### config.mk
export PLATFORM = sky130hd
export DESIGN_NAME = pcc_host_decoder
export DESIGN_NICKNAME = d
export VERILOG_FILES = /design/src/rtl/pcc_pkg.sv /design/src/rtl/pcc_sampler.sv /design/src/rtl/pcc_decode.sv /design/src/rtl/pcc_cfg_reg.sv /design/src/rtl/pcc_access_fsm.sv /design/src/rtl/pcc_host_decoder.sv
export SDC_FILE = /design/constraint.sdc
export NUM_CORES = 1
export LEC_CHECK = 0
export BUFFER_PORTS_ARGS = -buffer_cell sky130_fd_sc_hd__buf_2
export CELL_PAD_IN_SITES_DETAIL_PLACEMENT = 0
export CELL_PAD_IN_SITES_GLOBAL_PLACEMENT = 1
export CORE_MARGIN = 3
export CORE_UTILIZATION = 50
export CTS_BUF_LIST = sky130_fd_sc_hd__clkbuf_4 sky130_fd_sc_hd__clkbuf_8
export DETAILED_ROUTE_END_ITERATION = 8
export PLACE_DENSITY_LB_ADDON = 0.1
export SLEW_MARGIN = 20
export SYNTH_ARGS = -nofsm -noshare
export SYNTH_HDL_FRONTEND = slang
export SYNTH_SLANG_ARGS = --single-unit
### constraint.sdc
create_clock -name clk_i -period 5.4 [get_ports clk_i]
set_clock_uncertainty 0.15 [all_clocks]
set_input_delay 0.27 -clock clk_i [delete_from_list [all_inputs] [get_ports clk_i]]
set_output_delay 0.27 -clock clk_i [all_outputs]
set_load 0.005 [all_outputs]
### src/rtl/pcc_pkg.sv
package pcc_pkg;
  localparam int DATA_W = 8;

  typedef enum logic [2:0] {
    ACC_NONE  = 3'd0,
    ACC_CM_RD = 3'd1,
    ACC_CM_WR = 3'd2,
    ACC_AT_RD = 3'd3,
    ACC_AT_WR = 3'd4,
    ACC_IO_RD = 3'd5,
    ACC_IO_WR = 3'd6
  } acc_kind_e;

  localparam logic [1:0] SP_COMMON = 2'd0;
  localparam logic [1:0] SP_ATTR   = 2'd1;
  localparam logic [1:0] SP_IO     = 2'd2;

  typedef struct packed {
    logic reg_n;
    logic ce1_n;
    logic oe_n;
    logic we_n;
    logic iord_n;
    logic iowr_n;
  } strobes_t;

  function automatic logic kind_is_read(acc_kind_e k);
    return (k == ACC_CM_RD) || (k == ACC_AT_RD) || (k == ACC_IO_RD);
  endfunction

  function automatic logic kind_is_write(acc_kind_e k);
    return (k == ACC_CM_WR) || (k == ACC_AT_WR) || (k == ACC_IO_WR);
  endfunction

  function automatic logic [1:0] kind_space(acc_kind_e k);
    case (k)
      ACC_AT_RD, ACC_AT_WR: return SP_ATTR;
      ACC_IO_RD, ACC_IO_WR: return SP_IO;
      default:              return SP_COMMON;
    endcase
  endfunction
endpackage

### src/rtl/pcc_sampler.sv
module pcc_sampler #(
  parameter int W = 8,
  parameter int STAGES = 2,
  parameter logic [W-1:0] RST_VAL = '0
) (
  input  logic         clk_i,
  input  logic         rst_i,
  input  logic [W-1:0] d_i,
  output logic [W-1:0] q_o
);
  logic [W-1:0] stg [STAGES];

  for (genvar g = 0; g < STAGES; g++) begin : g_stage
    always_ff @(posedge clk_i or posedge rst_i) begin
      if (rst_i) stg[g] <= RST_VAL;
      else if (g == 0) stg[g] <= d_i;
      else stg[g] <= stg[(g == 0) ? 0 : g-1];
    end
  end

  assign q_o = stg[STAGES-1];
endmodule

### src/rtl/pcc_decode.sv
module pcc_decode
  import pcc_pkg::*;
(
  input  strobes_t  stb_i,
  input  logic      io_en_i,
  output acc_kind_e kind_o
);
  logic io_idle;
  logic mem_idle;
  logic mem_rd;
  logic mem_wr;
  logic io_rd;
  logic io_wr;

  always_comb begin
    io_idle  = stb_i.iord_n && stb_i.iowr_n;
    mem_idle = stb_i.oe_n && stb_i.we_n;
    mem_rd   = !stb_i.oe_n && stb_i.we_n;
    mem_wr   = stb_i.oe_n && !stb_i.we_n;
    io_rd    = !stb_i.iord_n && stb_i.iowr_n;
    io_wr    = stb_i.iord_n && !stb_i.iowr_n;
    kind_o   = ACC_NONE;
    if (!stb_i.ce1_n) begin
      if (io_idle) begin
        if (mem_rd)      kind_o = stb_i.reg_n ? ACC_CM_RD : ACC_AT_RD;
        else if (mem_wr) kind_o = stb_i.reg_n ? ACC_CM_WR : ACC_AT_WR;
      end else if (!stb_i.reg_n && mem_idle && io_en_i) begin
        if (io_rd)      kind_o = ACC_IO_RD;
        else if (io_wr) kind_o = ACC_IO_WR;
      end
    end
  end
endmodule

### src/rtl/pcc_cfg_reg.sv
module pcc_cfg_reg
  import pcc_pkg::*;
#(
  parameter int IDX_W = 6
) (
  input  logic              clk_i,
  input  logic              rst_i,
  input  logic              wr_i,
  input  logic [DATA_W-1:0] wdata_i,
  output logic [DATA_W-1:0] cor_o,
  output logic              io_en_o
);
  logic [DATA_W-1:0] cor_q;

  always_ff @(posedge clk_i or posedge rst_i) begin
    if (rst_i) cor_q <= '0;
    else if (wr_i) cor_q <= wdata_i;
  end

  assign cor_o   = cor_q;
  assign io_en_o = |cor_q[IDX_W-1:0];

  p_cfg_capture_r10: assert property (@(posedge clk_i) disable iff (rst_i)
    wr_i |=> (cor_q == $past(wdata_i)));

  p_cfg_hold_r10: assert property (@(posedge clk_i) disable iff (rst_i)
    !wr_i |=> $stable(cor_q));
endmodule

### src/rtl/pcc_access_fsm.sv
module pcc_access_fsm
  import pcc_pkg::*;
#(
  parameter int ADDR_W = 12
) (
  input  logic              clk_i,
  input  logic              rst_i,
  input  acc_kind_e         kind_i,
  input  logic [ADDR_W-1:0] addr_i,
  input  logic [DATA_W-1:0] wdata_i,
  input  logic              cfg_hit_i,
  input  logic [DATA_W-1:0] cor_i,
  output logic              cfg_wr_o,
  output logic              wait_n_o,
  output logic [DATA_W-1:0] d_o,
  output logic              d_oe_o,
  output logic              be_valid_o,
  input  logic              be_ready_i,
  output logic              be_write_o,
  output logic [1:0]        be_space_o,
  output logic [ADDR_W-1:0] be_addr_o,
  output logic [DATA_W-1:0] be_wdata_o,
  input  logic [DATA_W-1:0] be_rdata_i
);
  typedef enum logic [1:0] {ST_IDLE, ST_BUSY, ST_DONE} state_e;

  state_e            state_q;
  acc_kind_e         kind_q;
  logic [ADDR_W-1:0] addr_q;
  logic [DATA_W-1:0] wdata_q;
  logic [DATA_W-1:0] rd_q;
  logic              access_now;
  logic              cfg_now;

  assign access_now = (kind_i != ACC_NONE);
  assign cfg_now    = cfg_hit_i && ((kind_i == ACC_AT_RD) || (kind_i == ACC_AT_WR));

  always_ff @(posedge clk_i or posedge rst_i) begin
    if (rst_i) begin
      state_q <= ST_IDLE;
      kind_q  <= ACC_NONE;
      addr_q  <= '0;
      wdata_q <= '0;
      rd_q    <= '0;
    end else begin
      case (state_q)
        ST_IDLE: begin
          if (access_now) begin
            kind_q  <= kind_i;
            addr_q  <= addr_i;
            wdata_q <= wdata_i;
            if (cfg_now) begin
              if (kind_is_read(kind_i)) rd_q <= cor_i;
              state_q <= ST_DONE;
            end else begin
              state_q <= ST_BUSY;
            end
          end
        end
        ST_BUSY: begin
          if (be_ready_i) begin
            if (kind_is_read(kind_q)) rd_q <= be_rdata_i;
            state_q <= ST_DONE;
          end
        end
        default: begin
          if (kind_i != kind_q) state_q <= ST_IDLE;
        end
      endcase
    end
  end

  assign cfg_wr_o   = (state_q == ST_IDLE) && cfg_now && (kind_i == ACC_AT_WR);
  assign wait_n_o   = !(((state_q == ST_IDLE) && access_now) || (state_q == ST_BUSY));
  assign d_oe_o     = (state_q == ST_DONE) && kind_is_read(kind_q) && (kind_i == kind_q);
  assign d_o        = rd_q;
  assign be_valid_o = (state_q == ST_BUSY);
  assign be_write_o = kind_is_write(kind_q);
  assign be_space_o = kind_space(kind_q);
  assign be_addr_o  = addr_q;
  assign be_wdata_o = wdata_q;

  p_req_hold_r9: assert property (@(posedge clk_i) disable iff (rst_i)
    (be_valid_o && !be_ready_i) |=> (be_valid_o && $stable(be_addr_o) &&
      $stable(be_wdata_o) && $stable(be_write_o) && $stable(be_space_o)));

  p_wait_release_r7: assert property (@(posedge clk_i) disable iff (rst_i)
    (be_valid_o && be_ready_i) |=> wait_n_o);

  p_drive_reads_only_r8: assert property (@(posedge clk_i) disable iff (rst_i)
    d_oe_o |-> kind_is_read(kind_i));

  p_read_data_steady_r8: assert property (@(posedge clk_i) disable iff (rst_i)
    (d_oe_o && $past(d_oe_o)) |-> $stable(d_o));
endmodule

### src/rtl/pcc_host_decoder.sv
module pcc_host_decoder
  import pcc_pkg::*;
#(
  parameter int ADDR_W = 12,
  parameter int SYNC_STAGES = 2,
  parameter logic [ADDR_W-1:0] CFG_ADDR = 12'h200
) (
  input  logic              clk_i,
  input  logic              rst_i,
  input  logic              reg_n_i,
  input  logic              ce1_n_i,
  input  logic              oe_n_i,
  input  logic              we_n_i,
  input  logic              iord_n_i,
  input  logic              iowr_n_i,
  input  logic              a0_i,
  input  logic [ADDR_W-2:0] addr_hi_i,
  input  logic [7:0]        d_i,
  output logic [7:0]        d_o,
  output logic              d_oe_o,
  output logic              wait_n_o,
  output logic              stschg_n_o,
  input  logic              wake_i,
  output logic              func_rst_o,
  output logic              be_valid_o,
  input  logic              be_ready_i,
  output logic              be_write_o,
  output logic [1:0]        be_space_o,
  output logic [ADDR_W-1:0] be_addr_o,
  output logic [7:0]        be_wdata_o,
  input  logic [7:0]        be_rdata_i
);
  localparam int STB_W  = $bits(strobes_t);
  localparam int PATH_W = ADDR_W + DATA_W;

  strobes_t          stb_raw;
  strobes_t          stb_s;
  logic [STB_W-1:0]  stb_vec;
  logic [PATH_W-1:0] path_s;
  logic [ADDR_W-1:0] addr_s;
  logic [DATA_W-1:0] wdata_s;
  acc_kind_e         kind;
  logic              io_en;
  logic              cfg_wr;
  logic [DATA_W-1:0] cor;
  logic              cfg_hit;
  logic              func_rst_q;
  logic              wake_q;

  assign stb_raw = '{reg_n: reg_n_i, ce1_n: ce1_n_i, oe_n: oe_n_i,
                     we_n: we_n_i, iord_n: iord_n_i, iowr_n: iowr_n_i};

  pcc_sampler #(.W(STB_W), .STAGES(SYNC_STAGES), .RST_VAL({STB_W{1'b1}})) u_stb_sync (
    .clk_i(clk_i), .rst_i(rst_i), .d_i(stb_raw), .q_o(stb_vec)
  );

  pcc_sampler #(.W(PATH_W), .STAGES(SYNC_STAGES), .RST_VAL({PATH_W{1'b0}})) u_path_sync (
    .clk_i(clk_i), .rst_i(rst_i), .d_i({addr_hi_i, a0_i, d_i}), .q_o(path_s)
  );

  assign stb_s   = strobes_t'(stb_vec);
  assign addr_s  = path_s[PATH_W-1:DATA_W];
  assign wdata_s = path_s[DATA_W-1:0];
  assign cfg_hit = (addr_s == CFG_ADDR);

  pcc_decode u_decode (
    .stb_i(stb_s), .io_en_i(io_en), .kind_o(kind)
  );

  pcc_cfg_reg #(.IDX_W(6)) u_cfg (
    .clk_i(clk_i), .rst_i(rst_i), .wr_i(cfg_wr), .wdata_i(wdata_s),
    .cor_o(cor), .io_en_o(io_en)
  );

  pcc_access_fsm #(.ADDR_W(ADDR_W)) u_fsm (
    .clk_i(clk_i), .rst_i(rst_i), .kind_i(kind), .addr_i(addr_s),
    .wdata_i(wdata_s), .cfg_hit_i(cfg_hit), .cor_i(cor), .cfg_wr_o(cfg_wr),
    .wait_n_o(wait_n_o), .d_o(d_o), .d_oe_o(d_oe_o),
    .be_valid_o(be_valid_o), .be_ready_i(be_ready_i), .be_write_o(be_write_o),
    .be_space_o(be_space_o), .be_addr_o(be_addr_o), .be_wdata_o(be_wdata_o),
    .be_rdata_i(be_rdata_i)
  );

  always_ff @(posedge clk_i or posedge rst_i) begin
    if (rst_i) begin
      func_rst_q <= 1'b1;
      wake_q     <= 1'b0;
    end else begin
      func_rst_q <= 1'b0;
      wake_q     <= wake_i;
    end
  end

  assign func_rst_o = func_rst_q;
  assign stschg_n_o = !wake_q;

  p_standby_quiet_r1: assert property (@(posedge clk_i) disable iff (rst_i)
    stb_s.ce1_n |-> !d_oe_o);

  p_io_gated_r11: assert property (@(posedge clk_i) disable iff (rst_i)
    !io_en |-> !(be_valid_o && (be_space_o == SP_IO)));

  p_wake_follow_r12: assert property (@(posedge clk_i) disable iff (rst_i)
    wake_i |=> !stschg_n_o);
endmodule

== Word-level counts from Yosys, hierarchy flattened ==
Cells that the tools add are included.

* Bits of input ports: 38
* Flip-flop bits (word level): 95

* Muxes and demuxes: 21
* Reductions and logical operators: 39
* Equality and inequality tests: 20

{| class="wikitable"
|+ Operators by type and width
! operator !! number
|-
| $mux 8 || 5
|-
| $mux 3 || 8
|-
| $pmux 8 s2 || 1
|-
| $eq 3x3->1 const B || 5
|-
| $logic_and 1x1->1 || 14
|-
| $eq 12x10->1 const B || 1
|-
| $mux 2 || 5
|-
| $ne 2x1->1 const B || 5
|-
| $eq 3x2->1 const B || 3
|-
| $logic_or 1x1->1 || 8
|-
| $pmux 2 s2 || 2
|-
| $logic_not 1->1 || 7
|-
| $eq 3x1->1 const B || 2
|-
| $reduce_and 6->1 || 1
|-
| $reduce_bool 3->1 || 2
|-
| $reduce_or 6->1 || 1
|-
| $reduce_or 2->1 || 2
|-
| $eq 3x3->1 || 1
|-
| $ne 3x3->1 || 1
|-
| $reduce_and 3->1 || 1
|-
| $eq 2x1->1 const B || 1
|-
| $eq 2x2->1 const B || 1
|-
| $logic_not 2->1 || 1
|-
| $reduce_and 2->1 || 1
|-
| $reduce_bool 2->1 || 1
|}

== Longest topological paths before layout ==
Gate-level depths: netlist of run 1.

* Depth after elaboration: 14
* Mapped depth: 9
* Mapped depth without buffers: 8

== By module ==
Synthesis of run 1 repeated with hierarchy kept, for this count alone.

* Cell total of the unflattened synthesis: 242
* Area total of the unflattened synthesis: 3661.0 µm²

{| class="wikitable"
|+ By module, submodules not included
! module !! times used !! seq. area each (µm²) !! area each (µm²) !! cells each
|-
| pcc_access_fsm || 1 || 825.8 || 1554.0 || 115
|-
| pcc_sampler at u_path_sync || 1 || 1001.0 || 1154.9 || 61
|-
| pcc_sampler at u_stb_sync || 1 || 315.3 || 364.1 || 19
|-
| pcc_cfg_reg || 1 || 200.2 || 349.1 || 21
|-
| pcc_decode || 1 || 0.0 || 148.9 || 17
|-
| pcc_host_decoder || 1 || 51.3 || 90.1 || 9
|}

== Least setup slack after synthesis of run 1 ==
OpenSTA, ideal clock, no wires.

* Kind: register -> register
* From: register u_stb_sync.stg (netlist bit u_stb_sync.q_o[0])
* To: register u_fsm.rd_q[0] (netlist: u_fsm.d_o[0])
* Period minus slack after synthesis: 2702 ps
* Arrival: 2427 ps
* Setup slack: 2698 ps
* Library setup time: 125 ps
* Cell stages (with the launch flop): 9
* Cells stage by stage: dfstp_2 -> inv_1 -> ha_1 -> a2111o_1 -> a211o_1 -> buf_6 -> nor4b_4 -> o32ai_4 -> mux2_2

* Longest elaborated chain between the ends: 12

{| class="wikitable"
|+ RTL lines
! item !! RTL line !! RTL
|-
| start, declared || pcc_sampler.sv:11 || <nowiki>logic [W-1:0] stg [STAGES];</nowiki>
|-
| start signal, assigned by index || pcc_sampler.sv:16 || <nowiki>else if (g == 0) stg[g] <= d_i;</nowiki>
|-
| start signal, assigned by index || pcc_sampler.sv:17 || <nowiki>else stg[g] <= stg[(g == 0) ? 0 : g-1];</nowiki>
|-
| $logic_not 1->1 || pcc_decode.sv:21 || <nowiki>io_wr = stb_i.iord_n && !stb_i.iowr_n;</nowiki>
|-
| $logic_and 1x1->1 || pcc_decode.sv:21 ||
|-
| $mux 3 || pcc_decode.sv:29 || <nowiki>else if (io_wr) kind_o = ACC_IO_WR;</nowiki>
|-
| $mux 3 || pcc_decode.sv:28 || <nowiki>if (io_rd) kind_o = ACC_IO_RD;</nowiki>
|-
| $mux 3 || pcc_decode.sv:27 || <nowiki>end else if (!stb_i.reg_n && mem_idle && io_en_i) begin</nowiki>
|-
| $mux 3 * || pcc_decode.sv:24 || <nowiki>if (io_idle) begin</nowiki>
|-
| $mux 3 * || pcc_decode.sv:23 || <nowiki>if (!stb_i.ce1_n) begin</nowiki>
|-
| $eq 3x2->1, or another cell as far along || pcc_pkg.sv:28, pcc_access_fsm.sv:36 ||
|-
| $logic_or 1x1->1 (on tied branches) || pcc_access_fsm.sv:36, pcc_pkg.sv:28 ||
|-
| $logic_and 1x1->1 / $logic_or 1x1->1 (equally long branches) || pcc_access_fsm.sv:36, pcc_pkg.sv:28 ||
|-
| $ne 2x1->1 (no source line) || n/a ||
|-
| $reduce_and 6->1 (no source line) * || n/a ||
|-
| end signal, assigned || pcc_access_fsm.sv:53 || <nowiki>if (kind_is_read(kind_i)) rd_q <= cor_i;</nowiki>
|-
| end signal, assigned || pcc_access_fsm.sv:62 || <nowiki>if (kind_is_read(kind_q)) rd_q <= be_rdata_i;</nowiki>
|-
| end, declared || pcc_access_fsm.sv:31 || <nowiki>logic [DATA_W-1:0] rd_q;</nowiki>
|}

Mark *: on every way between the ends. The rest lies on a longest branch, timed or not.
A chain may end at the register's enable or synchronous reset.

== Final worst setup path of run 1 ==
* From: register u_stb_sync.stg (netlist bit u_stb_sync.q_o[0])
* To: output port wait_n_o

* Longest elaborated chain between the ends: 11

{| class="wikitable"
|+ RTL lines
! item !! RTL line !! RTL
|-
| $logic_not 1->1 || pcc_decode.sv:21 ||
|-
| $logic_and 1x1->1 || pcc_decode.sv:21 ||
|-
| $mux 3 || pcc_decode.sv:29 ||
|-
| $mux 3 || pcc_decode.sv:28 ||
|-
| $mux 3 || pcc_decode.sv:27 ||
|-
| $mux 3 * || pcc_decode.sv:24 ||
|-
| $mux 3 * || pcc_decode.sv:23 ||
|-
| $reduce_bool 3->1 * || pcc_access_fsm.sv:35 || <nowiki>assign access_now = (kind_i != ACC_NONE);</nowiki>
|-
| $logic_and 1x1->1 * || pcc_access_fsm.sv:74 || <nowiki>assign wait_n_o = !(((state_q == ST_IDLE) && access_now) || (state_q == ST_BUSY));</nowiki>
|-
| $logic_or 1x1->1 * || pcc_access_fsm.sv:74 ||
|-
| $logic_not 1->1 * || pcc_access_fsm.sv:74 ||
|-
| end, declared || pcc_host_decoder.sv:21 || <nowiki>output logic wait_n_o,</nowiki>
|}

Marked as above.

==> out/qor.csv, run 1 <==
stage,metric,value,unit
clock_network,cts bufs inserted,9,
synth,Yosys reg bits,95,
global_route,vias in the first global route,2139,
hold_path,Hold EP,u_fsm.d_o[2],
power,Clock power frac,0.311,
die,row cnt,29,
placed_design,Area after DPL,3920,sq um
timing,Worst-Margin Slew,0.902,ns
synth,ys async rst share,1.00,
placed_design,Port-buffer cells,73,
synth,Synth area leaders,"dfrtp_1 59%, mux2_2 14%, dfstp_2 9.8%",
synth,Syn Nets,262,
setup_path,CP Data Required Time,4.98,ns
run,max-cap violations,0,
global_route,first-pass GRT wire length,10100,um
cells_and_area,most frequent cells in the layout,"82 x dfrtp_1, 73 x buf_2, 44 x mux2_2, 28 x dlygate4sd3_1, 13 x dfstp_2",
setup_path,Crit Path Class,reg -> out,
setup_path,CP endpoint kind,output pin,
route,DRC,0,
route,routed wire length,6200,um
cells_and_area,layout cell share with drive strength beyond 1,0.476,
cells_and_area,area grow syn2layout,26.5,%
setup_path,crit path max fanout,26,
power,Seq pwr share,0.546,
setup_path,worst reg2reg setup slack,2.30,ns
route,DRT iter0 DRCs,69,
cells_and_area,post-route cell area,4410,sq um
timing,Fmax,0.293,GHz
route,DRT Pass-1 Iters,4,
route,drt wl/cell,15.2,um
hold_path,Hold Path Origin,be_rdata_i[2],
clock_network,clk sink count,95,
setup_path,reg-to-reg startpoint,u_stb_sync.q_o[0],
route,post-route ant nets,0,
clock_network,Clock Tree Buf Depth,2,
timing,RSZ-0062 raised after global routing,false,
cells_and_area,final design utilization,0.675,
clock_network,CTS resizes,0,
die,die width,89.5,um
timing,min Tclk post-route,3.41,ns
status,status,completed,
clock_network,worst-skew pair later-pin latency,0.36,ns
global_route,largest net degree at the start of global routing,54,
die,Initial Util,0.533,
power,sw frac,0.258,
cells_and_area,fin nets,368,
die,core region area,6530,sq um
clock_network,H-tree depth,3,
placed_design,dpl cells,365,
synth,Post-synth EDFFs,0,
synth,"area leader, netlist",dfrtp_1,
timing,max-slew violations,0,
cells_and_area,antenna cells,0,
setup_path,Critical Path Source Type,flop,
die,die footprint,8000,sq um
placed_design,pre-CTS setup slack,2.32,ns
setup_path,r2r worst-path depth,6,
route,vias per std cell,4.98,
global_route,antenna violations before repair,0,
setup_path,worst r2r dst,u_fsm.be_wdata_o[3],
global_route,GRT overflow,0,
power,internal power,1150,uW
timing,# setup viols final,0,
synth,Syn Inst Count,221,
route,via count,2038,
timing,Final WS setup,1.99,ns
synth,ys flop type,dfrtp_1,
synth,Synth cell types,44,
power,Combinational Power Share,0.144,
power,P per Cell Area,352,nW/um^2
hold_path,hold path cells,3,
cells_and_area,"commonest non-fill, non-tap cell in the layout",dfrtp_1,
synth,YS warnings,0,
synth,"Cell Area, Synth",3480,sq um
synth,Synth top area share,0.589,
timing,Slew Limit Headroom,0.396,
die,Die H,89.5,um
die,I/O pin count,74,
synth,fraction of the yosys area taken by sequential cells,0.687,
setup_path,crit path DAT,2.99,ns
power,peak supply drop,221,uV
global_route,GRT Total Usage,0.171,
synth,"Avg Cell Area, Syn",15.8,sq um
clock_network,clk slew on worst S/H paths,0.10,ns
placed_design,GP Congestion,0.729,
power,Leak,0.00208,uW
timing,final period utilization,0.632,
power,P_sw,400,uW
timing,Final Hold Viols,0,
clock_network,CTS Root Cell,clkbuf_8,
clock_network,CTS tree,yes,
cells_and_area,final std cells w/o fill,409,
timing,Final TNS setup,0,ns
hold_path,Hold Crit Class,in -> reg,
placed_design,HPWL after detailed placement,4100,um
registers in the layout, indices dropped and copies added, names as in the netlist, 6 cells and up:
register and flops:
u_path_sync.q_o 20, u_path_sync.stg 20, u_fsm.be_addr_o 12, u_cfg.cor_o 8
u_fsm.be_wdata_o 8, u_fsm.d_o 8, u_stb_sync.q_o 6, u_stb_sync.stg 6
power groups by stage:
stage	clock network (uW)	registers, uW	logic, uW
after global routing	528	858	248
after floorplan	0	853	113
after global placement	0	858	208
after detailed placement	0	860	212
final	482	847	223
after CTS	496	848	228
worst max-delay path, cell delays in order (launching register included):
cell	delay [ns]
dfstp_2	0.55
inv_1	0.04
ha_1	0.27
a2111o_1	0.30
a211o_1	0.47
a31oi_4	0.76
nor2_1	0.07
buf_2	0.16
layout make-up:
| type | instances | area, sq um |
|---|---|---|
| Clock inverter | 7 | 83.8 |
| Fill cell | 482 | 2130 |
| Timing Repair Buffer | 102 | 653 |
| Tap cell | 77 | 96.3 |
| Clock buffer | 9 | 124 |
| Sequential cell | 95 | 2390 |
| Multi-Input combinational cell | 111 | 1020 |
| Inverter | 8 | 31.3 |
how the worst max path moves through the flow:
stage	slack, ns	end	cells after the start	startpoint
floorplan	2.52	u_cfg.cor_o[0]	1	rst_i
global placement	2.33	u_fsm.be_addr_o[9]	6	u_stb_sync.q_o[0]
detailed placement	2.32	u_fsm.be_wdata_o[4]	6	u_stb_sync.q_o[0]
CTS	1.96	wait_n_o	7	u_stb_sync.q_o[0]
global route	1.81	wait_n_o	7	u_stb_sync.q_o[0]
finish	1.99	wait_n_o	7	u_stb_sync.q_o[0]
synth_stat cells (2+ instances only):
cell      number
nor2b_1        2
xnor2_1        3
nor4_1         3
buf_2          2
ha_1           3
a21oi_1        5
nand2_1        5
inv_1          8
o21ai_0        3
dfstp_2       13
nand2b_1       2
nor4b_4        2
dfrtp_1       82
mux2_2        44
clkbuf_1       4
nor2_1        12
logic make-up after synthesis:
| logic type | count (synthesis) | synth area share |
|---|---|---|
| flops | 95 | 0.687 |
| mux | 45 | 0.145 |
| buf+inv | 15 | 0.0190 |
| fa+ha+maj | 3 | 0.0108 |
| simple gates | 39 | 0.0765 |
| compound gates | 19 | 0.0499 |
| other cells | 1 | 0.00108 |
| xor+xnor | 4 | 0.0101 |
metal layers:
layer,part of all wire,global-route usage
met2,0.47,0.275
met1,0.46,0.222
met4,0.012,0.0568
met5,0,0
met3,0.058,0.0535
repair_timing:
action                    in CTS  in global routing
buffers inserted               0                  0
hold endpoints to repair      56                  0
hold buffers                  28                  0
metrics by stage:
stage | hold WS, ns | power (uW)
finish | 0.125 | 1550
global route | 0.123 | 1630
CTS | 0.111 | 1570
detailed placement | 0.186 | 1070
global placement | 0.182 | 1070
floorplan | 0.124 | 966
(Power assumes the default switching activity.)
==> inputs of run 2 (changes only) <==
- ABC_AREA: unset -> 1
- CORE_UTILIZATION: 50 -> 39
- clock period: 5.4 -> 2.9 ns (I/O delays scaled with it)
==> out/qor.csv, run 2 <==
stage,metric,value,unit,change
status,status,completed,,
timing,RSZ-0062 raised after global routing,false,,
cells_and_area,antenna cells,0,,unchanged
cells_and_area,"commonest non-fill, non-tap cell in the layout",nand2_1,,
cells_and_area,multi-input logic area,980,sq um,-4.3%
power,Leak,0.00238,uW,+15%
synth,Post-synth EDFFs,0,,unchanged
cells_and_area,filler instances,810,,+68%
route,vias per std cell,4.34,,-13%
timing,final period utilization,0.911,,
clock_network,CTS Root Cell,clkbuf_8,,
route,DRT iter0 DRCs,151,,+120%
setup_path,r2r worst-path depth,10,,+4
synth,most frequent cell after synthesis,nand2_1,,
synth,YS warnings,0,,unchanged
die,Initial Util,0.407,,-0.126
cells_and_area,fin nets,491,,+33%
cells_and_area,area grow syn2layout,28.0,%,
run,max-cap violations,0,,unchanged
global_route,largest net degree at the start of global routing,89,,+65%
route,via count,2443,,+20%
global_route,GRT overflow,0,,unchanged
synth,"area leader, netlist",dfrtp_1,,
timing,# setup viols final,0,,unchanged
power,peak supply drop,313,uV,+41%
die,row cnt,34,,+17%
synth,Synth cell types,26,,-41%
setup_path,WP depth,11,,+4
timing,max-slew violations,0,,unchanged
global_route,antenna violations before repair,0,,unchanged
hold_path,hold path cells,5,,+2
timing,Slew Limit Headroom,0.500,,+0.104
synth,Yosys reg bits,95,,unchanged
placed_design,dpl cells,511,,+40%
setup_path,crit-path cells,"inv_1, ha_1, nor2_1, nand3_1, nand2_2, nand2_4, nand3_2, nand2_8, inv_2, nor2_1, buf_2",,
synth,Synth top area share,0.572,,-0.0167
placed_design,Port-buffer cells,73,,unchanged
placed_design,pre-CTS setup slack,0.547,ns,-1.77 ns
die,die footprint,10400,sq um,+30%
clock_network,cts bufs inserted,9,,unchanged
clock_network,clk slew on worst S/H paths,0.09,ns,about the same
setup_path,crit path DAT,2.35,ns,-0.64 ns
synth,Synth area leaders,"dfrtp_1 57%, nand2_1 9.7%, dfstp_2 9.5%",,
route,drt wl/cell,12.0,um,-21%
setup_path,CP endpoint kind,output pin,,
route,routed wire length,6760,um,+9.1%
clock_network,CTS tree,yes,,
timing,min Tclk post-route,2.64,ns,
synth,fraction of the yosys area taken by sequential cells,0.668,,-0.0194
cells_and_area,final std cells w/o fill,563,,+38%
timing,Fmax,0.379,GHz,
power,P per Cell Area,702,nW/um^2,+99%
setup_path,CP Data Required Time,2.61,ns,-2.37 ns
timing,Final Hold Viols,0,,unchanged
setup_path,crit path buf inv count,3,,+1
cells_and_area,layout cell share with drive strength beyond 1,0.286,,-0.190
setup_path,Critical Path Source Type,flop,,
cells_and_area,Reg area,2390,sq um,unchanged
cells_and_area,final design utilization,0.521,,-0.154
global_route,vias in the first global route,2346,,+9.7%
die,Die H,102,um,+14%
synth,ys async rst share,1.00,,unchanged
global_route,GRT Total Usage,0.143,,-0.0280
synth,Synth top cells by count,"93 x nand2_1, 82 x dfrtp_1, 38 x inv_1",,
synth,ys flop type,dfrtp_1,,
setup_path,CP peak stage delay,0.56,ns,-0.20 ns
clock_network,clk sink count,95,,unchanged
timing,Worst-Margin Slew,0.750,ns,-0.152 ns
synth,"Avg Cell Area, Syn",10.7,sq um,-32%
synth,Syn Inst Count,335,,+52%
timing,Final TNS setup,0,ns,unchanged
setup_path,"CP delay by family, top",simple AND/OR/NAND/NOR gates,,
placed_design,GP Congestion,0.760,,+4.3%
global_route,first-pass GRT wire length,11400,um,+13%
route,post-route ant nets,0,,unchanged
die,core region area,8810,sq um,+35%
clock_network,worst-skew pair later-pin latency,0.36,ns,about the same
cells_and_area,most frequent cells in the layout,"93 x nand2_1, 82 x dfrtp_1, 73 x buf_2, 37 x inv_1, 36 x dlygate4sd3_1",,
clock_network,Post-CTS Setup Bufs,0,,unchanged
synth,"Cell Area, Synth",3580,sq um,+2.9%
power,total power draw,3220,uW,+110%
synth,Syn Nets,376,,+44%
route,DRT Pass-1 Iters,4,,unchanged
route,DRC,0,,unchanged
setup_path,Crit Path Class,reg -> out,,
setup_path,CP max stage cell,dfstp_2,,
placed_design,HPWL after detailed placement,4450,um,+8.5%
die,I/O pin count,74,,unchanged
timing,Final WS setup,0.259,ns,-1.73 ns
setup_path,Crit path top cell by count,nor2_1,,
hold_path,Hold Crit Class,in -> reg,,
clock_network,H-tree depth,3,,unchanged
clock_network,Clock Tree Buf Depth,2,,unchanged
die,die width,102,um,+14%
setup_path,crit path max fanout,36,,+38%
## run 2: path summary, 6_finish.rpt
path | from | endpoint | slack, ns
min reg2reg | u_stb_sync.stg[8] | u_stb_sync.q_o[2] | 0.20
max | u_stb_sync.q_o[0] | wait_n_o | 0.26
min in group asynchronous | rst_i | u_path_sync.stg[22] | 0.33
max in group asynchronous | rst_i | u_stb_sync.q_o[5] | 1.56
min | be_ready_i | u_fsm.d_o[2] | 0.12
max reg2reg | u_stb_sync.q_o[0] | u_fsm.kind_q[2] | 0.73
## run 2: through the flow
stage | hold WS (ns) | cell area (sq um)
2_1_floorplan | -0.000522 | 3580
3_3_place_gp | 0.100 | 4030
3_5_place_dp | 0.102 | 4030
4_1_cts | 0.103 | 4580
5_1_grt | 0.133 | 4590
6_report | 0.123 | 4590
## run 2: logic make-up (layout without fill, tap and decap cells)
| kind of cell | Yosys count | in the layout | share of synthesized area |
|---|---|---|---|
| other | 1 | 1 | 0.00105 |
| buffers and inverters | 48 | 168 | 0.0614 |
| AOI/OAI and AO/OA | 36 | 36 | 0.0531 |
| and+or+nand+nor | 152 | 152 | 0.206 |
| DFF | 95 | 95 | 0.668 |
| adders and majority gates | 3 | 3 | 0.0105 |
## run 2: repair_timing
item	4_1_cts	5_1_grt
gates resized for setup	0	1
hold buffers	36	0
setup endpoints to repair	0	1
endpoints found under the hold margin	117	0
## run 2: where the power goes
part / switching [uW] / total, uW / internal (uW)
registers: 154 / 1690 / 1540
logic: 404 / 720 / 315
clock network: 468 / 809 / 340
total: 1030 / 3220 / 2190
## run 2: metal layers
metal  GRT usage  part of all wire
met5           0                 0
met4      0.0545             0.013
met3      0.0382             0.049
met2       0.211              0.45
met1       0.204              0.49
## run 2: final cells by class
cell class,instances,area share
clock buffers,10,0.0300
clock inverters,6,0.00955
repair buffers,110,0.160
well taps,108,0.0295
multi-input cells,192,0.214
flip-flops and latches,95,0.522
inverters,42,0.0357
## run 2: tightest hold or removal path, cell delays in order
cell and delay (ns):
buf_2 0.11, nand3_1 0.12, nand2_4 0.10, nand3_1 0.08
nand2_1 0.05
==> inputs of run 3 (changes only) <==
--- a/config.mk
+++ b/config.mk
@@ -14,5 +14,7 @@
 export CTS_BUF_LIST = sky130_fd_sc_hd__clkbuf_4 sky130_fd_sc_hd__clkbuf_8
 export DETAILED_ROUTE_END_ITERATION = 8
+export MAX_ROUTING_LAYER = met4
 export PLACE_DENSITY_LB_ADDON = 0.1
+export SETUP_SLACK_MARGIN = 0.5
 export SLEW_MARGIN = 20
 export SYNTH_ARGS = -nofsm -noshare
--- a/constraint.sdc
+++ b/constraint.sdc
@@ -3,3 +3,3 @@
 set_input_delay 0.145 -clock clk_i [delete_from_list [all_inputs] [get_ports clk_i]]
 set_output_delay 0.145 -clock clk_i [all_outputs]
-set_load 0.005 [all_outputs]
+set_load 0.05 [all_outputs]
==> out/qor.csv, run 3 (synthesized netlist as in run 2, its figures left out) <==
stage,metric,value,unit,change
timing,Final WS setup,0.510,ns,+0.251 ns
cells_and_area,fin nets,500,,+1.8%
die,die footprint,10400,sq um,unchanged
setup_path,CP Data Required Time,2.61,ns,about the same
power,Clock power frac,0.216,,-0.035
global_route,vias in the first global route,2490,,+6.1%
cells_and_area,layout cell share with drive strength beyond 1,0.328,,+0.0419
timing,# setup viols final,0,,unchanged
placed_design,GP Congestion,0.785,,+3.3%
route,routed wire length,6930,um,+2.4%
route,DRT iter0 DRCs,94,,-38%
setup_path,crit-path cells,"inv_2, ha_4, nor2_1, nand3_1, nand2_2, nand2_4, nand2_2, nand3_2, nor2_4, inv_2, nor2_2, buf_6",,
status,status,completed,,
cells_and_area,Reg area,2390,sq um,unchanged
power,peak supply drop,487,uV,+55%
timing,Final Hold Viols,0,,unchanged
power,Seq pwr share,0.429,,-0.096
setup_path,worst r2r dst,u_fsm.state_q[0],,
global_route,routing usage on met1,0.197,,-0.00759
timing,final period utilization,0.824,,-0.0866
timing,hold slack final,0.125,ns,+0.00215 ns
timing,RSZ-0062 raised after global routing,true,,
route,drt wl/cell,12.1,um,+0.78%
setup_path,Worst Setup SP,u_stb_sync.q_o[0],,
cells_and_area,filler instances,781,,-3.6%
cells_and_area,multi-input logic area,1030,sq um,+5.5%
die,row cnt,34,,unchanged
cells_and_area,antenna cells,0,,unchanged
global_route,M3 GR Usage,0.0396,,+0.00137
cells_and_area,"commonest non-fill, non-tap cell in the layout",nand2_1,,
global_route,M2 GR Usage,0.231,,+0.0201
clock_network,CTS tree,yes,,
route,DRC,0,,unchanged
timing,Fmax,0.418,GHz,+11%
power,P per Cell Area,824,nW/um^2,+17%
cells_and_area,area grow syn2layout,33.0,%,
placed_design,HPWL after detailed placement,4660,um,+4.7%
setup_path,reg-to-reg startpoint,u_stb_sync.q_o[0],,
power,P_sw,1630,uW,+59%
power,Combinational Power Share,0.355,,+0.132
route,DRT Pass-1 Iters,4,,unchanged
clock_network,Clock Tree Buf Depth,2,,unchanged
global_route,first-pass GRT wire length,11700,um,+2.3%
timing,Slew Limit Headroom,0.535,,+0.0352
power,internal power,2300,uW,+4.8%
die,core region area,8810,sq um,unchanged
clock_network,CTS Root Cell,clkbuf_8,,
setup_path,worst reg2reg setup slack,0.75,ns,+0.02 ns
setup_path,crit path max fanout,3,,-92%
setup_path,CP peak stage delay,0.57,ns,about the same
clock_network,cts bufs inserted,9,,unchanged
setup_path,CP endpoint kind,output pin,,
power,Leak,0.00245,uW,+3.0%
die,I/O pin count,74,,unchanged
clock_network,worst-skew pair later-pin latency,0.35,ns,about the same
run,max-cap violations,0,,unchanged
setup_path,Critical Path Source Type,flop,,
route,vias per std cell,4.37,,+0.68%
setup_path,crit path DAT,2.09,ns,-0.26 ns
global_route,antenna violations before repair,0,,unchanged
cells_and_area,most frequent cells in the layout,"91 x nand2_1, 82 x dfrtp_1, 71 x buf_2, 36 x dlygate4sd3_1, 34 x inv_1",,
global_route,GRT overflow,0,,unchanged
placed_design,Port-buffer cells,73,,unchanged
timing,min Tclk post-route,2.39,ns,-0.251 ns
setup_path,Critical Path End,d_oe_o,,
global_route,largest net degree at the start of global routing,66,,-26%
hold_path,Hold Crit Class,in -> reg,,
clock_network,H-tree depth,3,,unchanged
die,Initial Util,0.407,,unchanged
setup_path,CP max stage cell,dfstp_2,,
timing,max-slew violations,0,,unchanged
global_route,Top Usage Layer GRT,met2,,
die,die width,102,um,unchanged
timing,Worst-Margin Slew,0.696,ns,-0.0543 ns
global_route,GRT Total Usage,0.150,,+0.00682
clock_network,clk slew on worst S/H paths,0.09,ns,about the same
setup_path,Crit Path Class,reg -> out,,
power,sw frac,0.415,,+0.0961
die,Die H,102,um,unchanged
setup_path,r2r worst-path depth,14,,+4
placed_design,pre-CTS setup slack,0.668,ns,+0.122 ns
clock_network,clk sink count,95,,unchanged
timing,Final TNS setup,0,ns,unchanged
route,via count,2499,,+2.3%
route,post-route ant nets,0,,unchanged
## run 3: cell count changes in the layout (fill, tap and decap cells not counted), moves of 2 or more
cell | previous run | this run
inv_2 | 3 | 5
inv_1 | 37 | 34
nand2_1 | 93 | 91
nor2_1 | 9 | 5
nand2_2 | 5 | 7
buf_6 | 0 | 3
buf_12 | 0 | 2
ha_4 | 0 | 3
buf_2 | 73 | 71
ha_1 | 3 | 0
nor2_2 | 1 | 4
buf_4 | 1 | 7
## run 3: what timing repair did
| action | CTS | global route |
|---|---|---|
| pin swaps | 6 | 8 |
| hold buffers | 36 | 0 |
| hold endpoints to repair | 55 | 0 |
| setup buffers | 4 | 4 |
| gates resized for setup | 13 | 8 |
| gates cloned | 0 | 0 |
| endpoints found under the setup margin | 2 | 3 |
## run 3: area by class of cell
class / count / area share
clock buffers: 9 / 0.0260
repair buffers: 119 / 0.177
multi-input cells: 192 / 0.217
inverters: 42 / 0.0352
clock inverters: 7 / 0.0150
flip-flops and latches: 95 / 0.502
well taps: 108 / 0.0283
## run 3: per-layer routing
layer  vias up  share of wire
met5         -              0
met4         0          0.011
met3         7          0.043
met2        57           0.48
met1      1148           0.47
li1       1287              -
## run 3: critical path: cells and delay by family (launching register included)
kind                       cells  cell delay (ns)
and+or+nand+nor                8             0.71
DFF                            1             0.57
buffers and inverters          3             0.25
adders and majority gates      1             0.20
## run 3: stage by stage
| step | area [sq um] | utilization | std cells | power [uW] |
|---|---|---|---|---|
| 2_1_floorplan | 3590 | - | 335 | 2710 |
| 3_3_place_gp | 4060 | 0.461 | 512 | 3020 |
| 3_5_place_dp | 4060 | 0.461 | 512 | 3030 |
| 4_1_cts | 4690 | 0.533 | 568 | 3960 |
| 5_1_grt | 4770 | 0.541 | 572 | 4160 |
| 6_report | 4770 | 0.541 | 572 | 3930 |
## run 3: worst min path at each step
stage / depth (start not counted) / to / slack, ns / startpoint
detailed placement: 1 / u_stb_sync.stg[8] / 0.10 / we_n_i
global route: 5 / u_fsm.d_o[7] / 0.14 / be_ready_i
finish: 5 / u_fsm.d_o[7] / 0.13 / be_ready_i
floorplan: 0 / u_stb_sync.stg[10] / -0.0005 / ce1_n_i
global placement: 1 / u_stb_sync.stg[7] / 0.1 / iord_n_i
CTS: 5 / u_fsm.d_o[7] / 0.11 / be_ready_i
## run 3: power by group through the flow
stage	sequential, uW	combinational [uW]	clock (uW)
after global placement	1700	1310	0
final	1690	1390	849
after global routing	1710	1500	948
after detailed placement	1710	1320	0
after CTS	1690	1390	887
after floorplan	2200	503	0
